## src/rtl/irq_router_pkg.sv

```systemverilog
// Package: shared constants, the write-operation encoding and the default
// source-to-level table for the interrupt level router.
package irq_router_pkg;
    localparam int SRC_N      = 32;
    localparam int LVL_N      = 16;
    localparam int LVL_W      = 4;
    localparam int GLOBAL_BIT = 31;
    localparam logic [SRC_N-1:0] SOFT_MASK  = 32'hfffe_0000;
    localparam logic [SRC_N-1:0] MDIS_RESET = ~32'hffb2_007f;

    typedef enum logic [1:0] {
        OP_CPU_CLR = 2'd0,
        OP_CPU_SET = 2'd1,
        OP_MST_DIS = 2'd2,
        OP_MST_TGT = 2'd3
    } wr_op_e;

    // Default table: source j raises level j mod 16.
    function automatic logic [SRC_N*LVL_W-1:0] default_level_map();
        logic [SRC_N*LVL_W-1:0] m;
        m = '0;
        for (int j = 0; j < SRC_N; j++) begin
            m[j*LVL_W +: LVL_W] = LVL_W'(j % LVL_N);
        end
        return m;
    endfunction
endpackage

```

## src/rtl/irq_master_src.sv

```systemverilog
// Module: irq_master_src
// Holds device pending, disable and target state. It produces the next-state
// values and the level vector that the device sources will present after the
// next edge.
// Assumes: NUM_CPU is a power of two, and at most one write operation per cycle.
module irq_master_src
    import irq_router_pkg::*;
#(
    parameter int NUM_CPU = 4,
    parameter int CPU_W = 2,
    parameter logic [SRC_N*LVL_W-1:0] LEVEL_MAP = default_level_map()
) (
    input  logic             clk,
    input  logic             rst_n,
    input  logic [SRC_N-1:0] dev_irq,
    input  logic             wr_dis,
    input  logic             wr_tgt,
    input  logic [SRC_N-1:0] wr_data,
    output logic [SRC_N-1:0] mpend_q,
    output logic [SRC_N-1:0] mdis_q,
    output logic [CPU_W-1:0] tgt_q,
    output logic [CPU_W-1:0] tgt_d,
    output logic [LVL_N-1:0] master_lvl_d
);
    localparam logic [SRC_N-1:0] TGT_MASK = SRC_N'(NUM_CPU - 1);

    logic [SRC_N-1:0] dev_q;
    logic [SRC_N-1:0] lvl_nz;
    logic [SRC_N-1:0] rise;
    logic [SRC_N-1:0] fall;
    logic [SRC_N-1:0] mpend_d;
    logic [SRC_N-1:0] mdis_d;
    logic [SRC_N-1:0] mact_d;

    // Flags the sources whose table level is nonzero.
    for (genvar j = 0; j < SRC_N; j++) begin : g_nz
        assign lvl_nz[j] = |LEVEL_MAP[j*LVL_W +: LVL_W];
    end

    assign rise = dev_irq & ~dev_q & lvl_nz;
    assign fall = ~dev_irq & dev_q;

    // Next state: inputs first, then a disable write wins over a same-cycle rise.
    always_comb begin
        mpend_d = (mpend_q | rise) & ~fall;
        mdis_d  = mdis_q;
        tgt_d   = tgt_q;
        if (wr_dis) begin
            mpend_d = mpend_d & ~wr_data;
            mdis_d  = mdis_q | wr_data;
        end
        if (wr_tgt) begin
            tgt_d = CPU_W'(wr_data & TGT_MASK);
        end
    end

    assign mact_d = mpend_d & ~mdis_d & {SRC_N{~mdis_d[GLOBAL_BIT]}};

    // Turns the active sources into a level bitmask through the table.
    always_comb begin
        master_lvl_d = '0;
        for (int j = 0; j < SRC_N; j++) begin
            if (mact_d[j]) begin
                master_lvl_d[LEVEL_MAP[j*LVL_W +: LVL_W]] = 1'b1;
            end
        end
        master_lvl_d[0] = 1'b0;
    end

    // State registers with synchronous reset.
    always_ff @(posedge clk) begin
        if (!rst_n) begin
            dev_q   <= '0;
            mpend_q <= '0;
            mdis_q  <= MDIS_RESET;
            tgt_q   <= '0;
        end else begin
            dev_q   <= dev_irq;
            mpend_q <= mpend_d;
            mdis_q  <= mdis_d;
            tgt_q   <= tgt_d;
        end
    end
endmodule

```

## src/rtl/irq_cpu_soft.sv

```systemverilog
// Module: irq_cpu_soft
// Software pending register of one processor. Bits 17..31 map to levels 1..15.
// Assumes: set and clear never occur in the same cycle (a single op field).
module irq_cpu_soft
    import irq_router_pkg::*;
#(
    parameter int CPU_ID = 0,
    parameter int CPU_W = 2
) (
    input  logic             clk,
    input  logic             rst_n,
    input  logic             wr_en,
    input  logic [1:0]       wr_op,
    input  logic [CPU_W-1:0] wr_cpu,
    input  logic [SRC_N-1:0] wr_data,
    output logic [SRC_N-1:0] soft_q,
    output logic [LVL_N-1:0] soft_lvl_d
);
    logic             sel;
    logic [SRC_N-1:0] soft_d;
    logic [SRC_N-1:0] wmask;

    assign sel   = wr_en && (wr_cpu == CPU_W'(CPU_ID));
    assign wmask = wr_data & SOFT_MASK;

    // Next software pending value for this processor.
    always_comb begin
        soft_d = soft_q;
        if (sel && wr_op_e'(wr_op) == OP_CPU_SET) begin
            soft_d = soft_q | wmask;
        end else if (sel && wr_op_e'(wr_op) == OP_CPU_CLR) begin
            soft_d = soft_q & ~wmask;
        end
    end

    assign soft_lvl_d = {soft_d[SRC_N-1:SRC_N-LVL_N+1], 1'b0};

    // Software pending register.
    always_ff @(posedge clk) begin
        if (!rst_n) begin
            soft_q <= '0;
        end else begin
            soft_q <= soft_d;
        end
    end
endmodule

```

## src/rtl/irq_level_router.sv

```systemverilog
// Module: irq_level_router (top)
// Routes device sources to the target processor and merges the software
// levels of each processor. It registers one level vector per processor,
// computed from next-state values so each line follows its cause by one edge.
// Assumes: NUM_CPU is a power of two.
module irq_level_router
    import irq_router_pkg::*;
#(
    parameter int NUM_CPU = 4,
    parameter int CPU_W = (NUM_CPU > 1) ? $clog2(NUM_CPU) : 1,
    parameter logic [SRC_N*LVL_W-1:0] LEVEL_MAP = default_level_map()
) (
    input  logic                     clk,
    input  logic                     rst_n,
    input  logic [SRC_N-1:0]         dev_irq,
    input  logic                     wr_en,
    input  logic [1:0]               wr_op,
    input  logic [CPU_W-1:0]         wr_cpu,
    input  logic [SRC_N-1:0]         wr_data,
    output logic [NUM_CPU*LVL_N-1:0] irq_lvl_o
);
    logic                            wr_dis;
    logic                            wr_tgt;
    logic [SRC_N-1:0]                mpend_q;
    logic [SRC_N-1:0]                mdis_q;
    logic [CPU_W-1:0]                tgt_q;
    logic [CPU_W-1:0]                tgt_d;
    logic [LVL_N-1:0]                master_lvl_d;
    logic [NUM_CPU-1:0][SRC_N-1:0]   soft_q;
    logic [NUM_CPU-1:0][LVL_N-1:0]   soft_lvl_d;
    logic [NUM_CPU*LVL_N-1:0]        lvl_d;

    assign wr_dis = wr_en && wr_op_e'(wr_op) == OP_MST_DIS;
    assign wr_tgt = wr_en && wr_op_e'(wr_op) == OP_MST_TGT;

    irq_master_src #(
        .NUM_CPU   (NUM_CPU),
        .CPU_W     (CPU_W),
        .LEVEL_MAP (LEVEL_MAP)
    ) u_master (
        .clk          (clk),
        .rst_n        (rst_n),
        .dev_irq      (dev_irq),
        .wr_dis       (wr_dis),
        .wr_tgt       (wr_tgt),
        .wr_data      (wr_data),
        .mpend_q      (mpend_q),
        .mdis_q       (mdis_q),
        .tgt_q        (tgt_q),
        .tgt_d        (tgt_d),
        .master_lvl_d (master_lvl_d)
    );

    for (genvar i = 0; i < NUM_CPU; i++) begin : g_cpu
        irq_cpu_soft #(
            .CPU_ID (i),
            .CPU_W  (CPU_W)
        ) u_soft (
            .clk        (clk),
            .rst_n      (rst_n),
            .wr_en      (wr_en),
            .wr_op      (wr_op),
            .wr_cpu     (wr_cpu),
            .wr_data    (wr_data),
            .soft_q     (soft_q[i]),
            .soft_lvl_d (soft_lvl_d[i])
        );

        // Merges software levels with device levels when this processor is the target.
        assign lvl_d[i*LVL_N +: LVL_N] = soft_lvl_d[i] |
            ((tgt_d == CPU_W'(i)) ? master_lvl_d : {LVL_N{1'b0}});
    end

    // Output register, cleared by reset.
    always_ff @(posedge clk) begin
        if (!rst_n) begin
            irq_lvl_o <= '0;
        end else begin
            irq_lvl_o <= lvl_d;
        end
    end
endmodule

```

## config.mk

```make
export PLATFORM = sky130hd
export DESIGN_NAME = irq_level_router
export DESIGN_NICKNAME = d
export VERILOG_FILES = /design/src/rtl/irq_router_pkg.sv /design/src/rtl/irq_master_src.sv /design/src/rtl/irq_cpu_soft.sv /design/src/rtl/irq_level_router.sv
export SDC_FILE = /design/constraint.sdc
export NUM_CORES = 1
export LEC_CHECK = 0
export BUFFER_PORTS_ARGS = -buffer_cell sky130_fd_sc_hd__clkbuf_2
export CAP_MARGIN = 10
export CELL_PAD_IN_SITES_DETAIL_PLACEMENT = 1
export CELL_PAD_IN_SITES_GLOBAL_PLACEMENT = 2
export CORE_MARGIN = 8
export CORE_UTILIZATION = 31
export DETAILED_ROUTE_END_ITERATION = 8
export MAX_ROUTING_LAYER = met4
export PLACE_DENSITY = 0.74
export SLEW_MARGIN = 20
export SYNTH_ARGS = -nofsm -noshare
export SYNTH_HDL_FRONTEND = slang
export SYNTH_SLANG_ARGS = --single-unit
```

## constraint.sdc

```tcl
create_clock -name clk -period 1.5 [get_ports clk]
set_clock_uncertainty 0.15 [all_clocks]
set_input_delay 0.15 -clock clk [delete_from_list [all_inputs] [get_ports clk]]
set_output_delay 0.15 -clock clk [all_outputs]
set_load 0.05 [all_outputs]
```

Word-level counts from Yosys, hierarchy flattened --
Cells that the tools add are included.
Word-level totals: bits in registers 290, input port bits 71, output and inout bits 64, logic and storage cells 115
Cells by class: eq/ne operators 9, multiplexer cells 45, bitwise gates (word level) 27, reductions and logical operators 21
Operators by type and width (count):
- $and 32x32->32 | 10
- $mux 32 | 10
- $not 32->32 | 6
- $or 32x32->32 | 6
- $mux 16 | 4
- $or 16x16->16 | 4
- $mux 1 | 30
- $logic_and 1x1->1 | 14
- $eq 2x2->1 const B | 6
- $reduce_bool 2->1 | 4
- $eq 2x1->1 const B | 3
- $logic_not 2->1 | 3
- $mux 2 | 1
- $not 1->1 | 1

Longest topological paths before layout --
word-level depth 12, depth in mapped cells 7, gate-level depth less buffers 4

Hierarchy --
Synthesis repeated with hierarchy kept, for this count alone.
Second synthesis, totals: cell total of the unflattened synthesis 1046, area, all modules 9977.1 um2
By module, submodules not included:
- irq_master_src | times used 1, cells an instance 412, area each 3870.0 um2, seq. area each 1961.9 um2
- irq_cpu_soft (g_cpu[1].u_soft ...) | times used 2, cells an instance 101, area each 1038.5 um2, seq. area each 300.3 um2
- irq_level_router | times used 1, cells an instance 229, area each 2055.7 um2, seq. area each 1281.2 um2
- irq_cpu_soft (g_cpu[3].u_soft) | times used 1, cells an instance 102, area each 1043.5 um2, seq. area each 300.3 um2
- irq_cpu_soft (g_cpu[0].u_soft) | times used 1, cells an instance 101, area each 930.9 um2, seq. area each 300.3 um2

Worst setup path after synthesis --
OpenSTA, ideal clock, no wires.
path type input -> register, from input wr_op[0], to register irq_lvl_o[14], library setup time 0.129 ns, arrival 1.192 ns, required time 1.221 ns, path slack 0.029 ns, cell stages on the path 7, path buffers 3, cell sequence buf_4 -> and3b_1 -> buf_4 -> buf_6 -> a21oi_1 -> a22oi_1 -> o21bai_1
Between the ends: longest elaborated chain between the ends 10, elaborated cells between the ends (all ways) 22, classes of those cells eq/ne: 3; mux: 8; bitwise: 5; reduce/logical: 6
Ends and longest elaborated chain:
- start: declaration | RTL line irq_level_router.sv:17 | input logic [1:0] wr_op,
- $eq 2x2->1 | RTL line irq_level_router.sv:33 | assign wr_dis = wr_en && wr_op_e'(wr_op) == OP_MST_DIS;
- $logic_and 1x1->1 | RTL line irq_level_router.sv:33
- $mux 32 | RTL line irq_master_src.sv:48 | if (wr_dis) begin
- $not 32->32 | RTL line irq_master_src.sv:57 | assign mact_d = mpend_d & ~mdis_d & {SRC_N{~mdis_d[GLOBAL_BIT]}};
- $and 32x32->32 (2 in a row) | RTL line irq_master_src.sv:57
- $mux 1 (2 in a row) | RTL line irq_master_src.sv:63 | if (mact_d[j]) begin
- $mux 16 | RTL line irq_level_router.sv:71 | ((tgt_d == CPU_W'(i)) ? master_lvl_d : {LVL_N{1'b0}});
- $or 16x16->16 * | RTL line irq_level_router.sv:70 | assign lvl_d[i*LVL_N +: LVL_N] = soft_lvl_d[i] |
- end signal: assignment | RTL line irq_level_router.sv:79 | irq_lvl_o <= lvl_d;
- end: declaration | RTL line irq_level_router.sv:20 | output logic [NUM_CPU*LVL_N-1:0] irq_lvl_o
Every way passes the cells marked *; elsewhere a longest branch is shown, timed or not. The select of a mux whose other input is x is not followed. A chain may end at the register's enable or synchronous reset.

Worst setup path after layout --
from register u_master.dev_q[6], to register irq_lvl_o[6]
Between the ends: longest elaborated chain between the ends 12, elaborated cells between the ends (all ways) 14, classes of those cells mux: 4; bitwise: 10
Ends and longest elaborated chain:
- start: declaration | RTL line irq_master_src.sv:27 | logic [SRC_N-1:0] dev_q;
- start signal: assignment | RTL line irq_master_src.sv:78 | dev_q <= dev_irq;
- $not 32->32 | RTL line irq_master_src.sv:40 | assign rise = dev_irq & ~dev_q & lvl_nz;
- $and 32x32->32 | RTL line irq_master_src.sv:40
- $or 32x32->32 | RTL line irq_master_src.sv:45 | mpend_d = (mpend_q | rise) & ~fall;
- $and 32x32->32 * | RTL line irq_master_src.sv:45
- $and 32x32->32 | RTL line irq_master_src.sv:49 | mpend_d = mpend_d & ~wr_data;
- $mux 32 * | RTL line irq_master_src.sv:48
- $and 32x32->32 * (2 in a row) | RTL line irq_master_src.sv:57
- $mux 1 * (2 in a row) | RTL line irq_master_src.sv:63
- $mux 16 * | RTL line irq_level_router.sv:71
- $or 16x16->16 * | RTL line irq_level_router.sv:70
Every way passes the cells marked *; elsewhere a longest branch is shown, timed or not.

==> flow_metrics.py <==
metrics = {
    "status": {
        "outcome": "finished clean",
    },
    "power_and_ir_drop": {
        "leakage_nw": 4.31,
        "pwr_density_cell_nw_per_um2": 1260,
        "vdd_drop_max_v": 0.000515,
        "p_total_mw": 13.4,
    },
    "placement": {
        "place.gp.congestion": 0.745,
        "io_buffers": 127,
        "placedInstanceArea_um2": 9070,
        "pre_cts_ws_ns": -0.228,
        "place.detailed.hpwl_mm": 17.2,
        "placedCellCount": 1256,
    },
    "clocking": {
        "clock_pin_slew_reported_for_the_worst_setup_and_hold_paths_after_clock_tree_synthesis_ns": 0.06,
        "cts_tree": "built",
        "htree_num_levels": 1,
        "insertion_delay_ns": 0.51,
        "cts_sinks": 212,
        "cts.path.max_buffers": 3,
        "cts_buffers": 24,
        "root_buffer": "clkbuf_16",
    },
    "logic_synthesis": {
        "cell_area_after_technology_mapping_um2": 7740,
        "synth_seq_area_share_pct": 54.8,
        "yosys_warnings": 0,
        "synth.lib_cells_used.distinct": 35,
        "avgSynthCellArea_um2": 9.71,
        "syn_inst": 797,
        "synth.ff_latch_count": 212,
    },
    "worst_setup_path": {
        "timing.critical_path.buf_inv": 1,
        "crit_path_cell_trace": "inv_1, maj3_1, a22oi_2, o21bai_1",
        "critPathMaxStageDelay_ns": 0.38,
        "critical_path.top_delay_family": "compound AO/OA/AOI/OAI gates",
        "cp-end-kind": "register",
        "worst_path_depth": 4,
        "r2r_cells": 4,
        "cp.required_ns": 1.74,
        "worst_ep_arrival_time_ns": 1.71,
        "setup.worst_path.class": "register to register",
        "path_max_fanout": 4,
        "critical-path-slowest-cell": "maj3_1",
        "setup.worst_path.start_class": "register",
    },
    "timing": {
        "final_critical_path_setup_slack_ns": 0.0306,
        "worst_slew_pin_slew_ns": 0.627,
        "timing_max_transition_violations_final": 0,
        "layout_worst_path_cycle_share_pct": 98.0,
        "setup-tns-final_ns": 0,
        "shortest_period_the_worst_path_allows_ns": 1.47,
        "hold_viol_final": 0,
        "rsz0062_at_grt": "true",
        "fmax_mhz": 681,
        "setup_viol": 0,
        "timing.max_slew.rel_slack_pct": 57.8,
    },
    "hold_path": {
        "whs_path_depth": 3,
        "min_path_type": "input port to register",
    },
    "floorplanning": {
        "num_rows": 58,
        "io_pins": 135,
        "floorplan.initialDensity_pct": 31.2,
        "fp.dieArea_um2": 30300,
        "die_width_um": 174,
        "die-height_um": 174,
        "floorplan.core_area_um2": 24800,
    },
    "drt": {
        "postRouteWirelength_mm": 25.3,
        "avgViaCountPerCell": 4.72,
        "antenna_left": 0,
        "via_count": 6466,
        "post_drt_wl_per_cell_um": 18.5,
        "remaining_drc_errors": 0,
        "firstDrtPassIters": 4,
        "initialDrtViolationCount": 308,
    },
    "global_route": {
        "grt_pass1_wl_mm": 40.2,
        "maximum_number_of_pins_on_one_net_before_global_route_repair": 61,
        "number_of_antenna_violations_at_the_first_check_in_global_routing": 1,
        "grt_util_all_layers_pct": 16.9,
        "grt_overflow_total": 0,
        "number_of_global_route_vias_before_repair": 7022,
    },
    "cells_and_area": {
        "layout-area-overhead-vs-synth_pct": 37.2,
        "final_nets": 1093,
        "post_layout_nonfiller_instances": 1371,
        "stdcell_area_um2": 10600,
        "final_layout_size_suffix_gt1_share_pct": 25.4,
    },
    "job": {
        "cap_violations": 0,
    },
}
==> layout by cell type, fill, tap and decap left out, types with 2 or more instances in the layout <==
| cell type | count |
|---|---|
| o21ai_1 | 10 |
| inv_1 | 30 |
| buf_4 | 42 |
| nand2_1 | 37 |
| o21bai_2 | 10 |
| nand3b_1 | 14 |
| nor2_1 | 19 |
| clkbuf_2 | 122 |
| nand2b_1 | 15 |
| and3_1 | 17 |
| clkbuf_4 | 2 |
| o21ai_2 | 3 |
| maj3_1 | 27 |
| maj3_2 | 3 |
| a21oi_1 | 106 |
| clkbuf_8 | 7 |
| o21ai_0 | 50 |
| buf_12 | 14 |
| clkinv_2 | 3 |
| and3b_1 | 2 |
| buf_2 | 3 |
| nor2b_1 | 13 |
| clkbuf_16 | 25 |
| dfxtp_1 | 212 |
| nor2b_2 | 2 |
| dlygate4sd3_1 | 67 |
| o21bai_1 | 50 |
| a22oi_2 | 14 |
| nand3_1 | 62 |
| nor3_1 | 2 |
| conb_1 | 4 |
| clkbuf_1 | 7 |
| and2_1 | 30 |
==> per-stage QoR <==
stage	utilization [%]	hold slack [ns]
2_1_floorplan	-	0.0878
3_3_place_gp	36.5	0.218
3_5_place_dp	36.5	0.213
4_1_cts	42.5	0.0586
5_1_grt	42.8	0.103
6_report	42.8	0.0846
==> logic make-up (layout without fill, tap and decap cells) <==
| kind of cell | Yosys count | in the layout | share of synthesized area, % |
|---|---|---|---|
| adder cells (fa/ha/maj) | 30 | 30 | 3.88 |
| AND/OR/NAND/NOR | 222 | 222 | 15.7 |
| other | 1 | 5 | 0.0484 |
| flip-flops | 212 | 212 | 54.8 |
| buffers and inverters | 86 | 326 | 5.58 |
| AO/OA/AOI/OAI | 246 | 246 | 20.0 |
==> tightest hold or removal path: cells and delay by family <==
family,cells,cell delay [ns]
and+or+nand+nor,1,0.12
buffers and inverters,2,0.44
==> repair_timing <==
action | 4_1_cts | 5_1_grt
setup endpoints to repair | 3 | 42
pin swaps | 1 | 14
hold buffers | 67 | 0
gates resized for setup | 2 | 16
setup buffers | 0 | 3
endpoints found under the hold margin | 105 | 0
==> state kept, by name, summed over array words and instances (netlist names) <==
name	cells
u_master.tgt_q	2
g_cpu.u_soft.soft_q	60
u_master.mdis_q	30
u_master.dev_q	30
irq_lvl_o	60
u_master.mpend_q	30
==> worst paths after layout <==
path	start	to	slack, ns
min reg2reg	u_master.mdis_q[10]$_SDFF_PN1_	u_master.mdis_q[10]$_SDFF_PN1_	0.30
max reg2reg	u_master.dev_q[6]$_SDFF_PN0_	irq_lvl_o[6]$_SDFF_PN0_	0.03
min	rst_n	u_master.mdis_q[22]$_SDFF_PN1_	0.08
max	u_master.dev_q[6]$_SDFF_PN0_	irq_lvl_o[6]$_SDFF_PN0_	0.03
==> power by group <==
group | internal [mW] | leakage, nW | switching [mW] | total (mW)
Combinational | 0.614 | 2.19 | 0.992 | 1.61
Clock | 3.57 | 0.393 | 2.32 | 5.89
Sequential | 5.85 | 1.73 | 0.0716 | 5.92
Total | 10.0 | 4.31 | 3.39 | 13.4
==> final cells by class <==
cell class | instances | area, µm²
well taps | 330 | 413
clock buffers | 39 | 748
multi-input cells | 502 | 3130
diodes | 1 | 2.50
fillers | 2830 | 14200
inverters | 31 | 116
repair buffers | 251 | 1920
flip-flops and latches | 212 | 4240
clock inverters | 5 | 52.6
==> metal layers <==
metal	vias up	track usage, %	part of all wire, %
li1	3186	-	-
met3	35	2.36	3.8
met2	126	27.0	46
met4	0	4.20	1.8
met1	3119	22.2	48
met5	-	-	0
==> cell usage after synthesis (all sizes together) <==
cell type,n,area [µm²]
maj3,30,300
nand2b,15,93.8
and3,17,106
nor4b,1,8.76
or3b,1,11.3
and3b,3,26.3
clkbuf,23,86.3
nand2,37,139
and2,30,188
dfxtp,212,4240
inv,31,116
nor4,2,12.5
a22oi,14,170
nor2,19,71.3
nor3,3,15.0
nand3,63,320
nand3b,14,105
buf,32,229
a21oi,108,552
o21bai,60,488
conb,1,3.75
nor3b,2,26.3
o21ai,64,335
nor2b,15,93.8
Power figures use the tool's default switching activity.
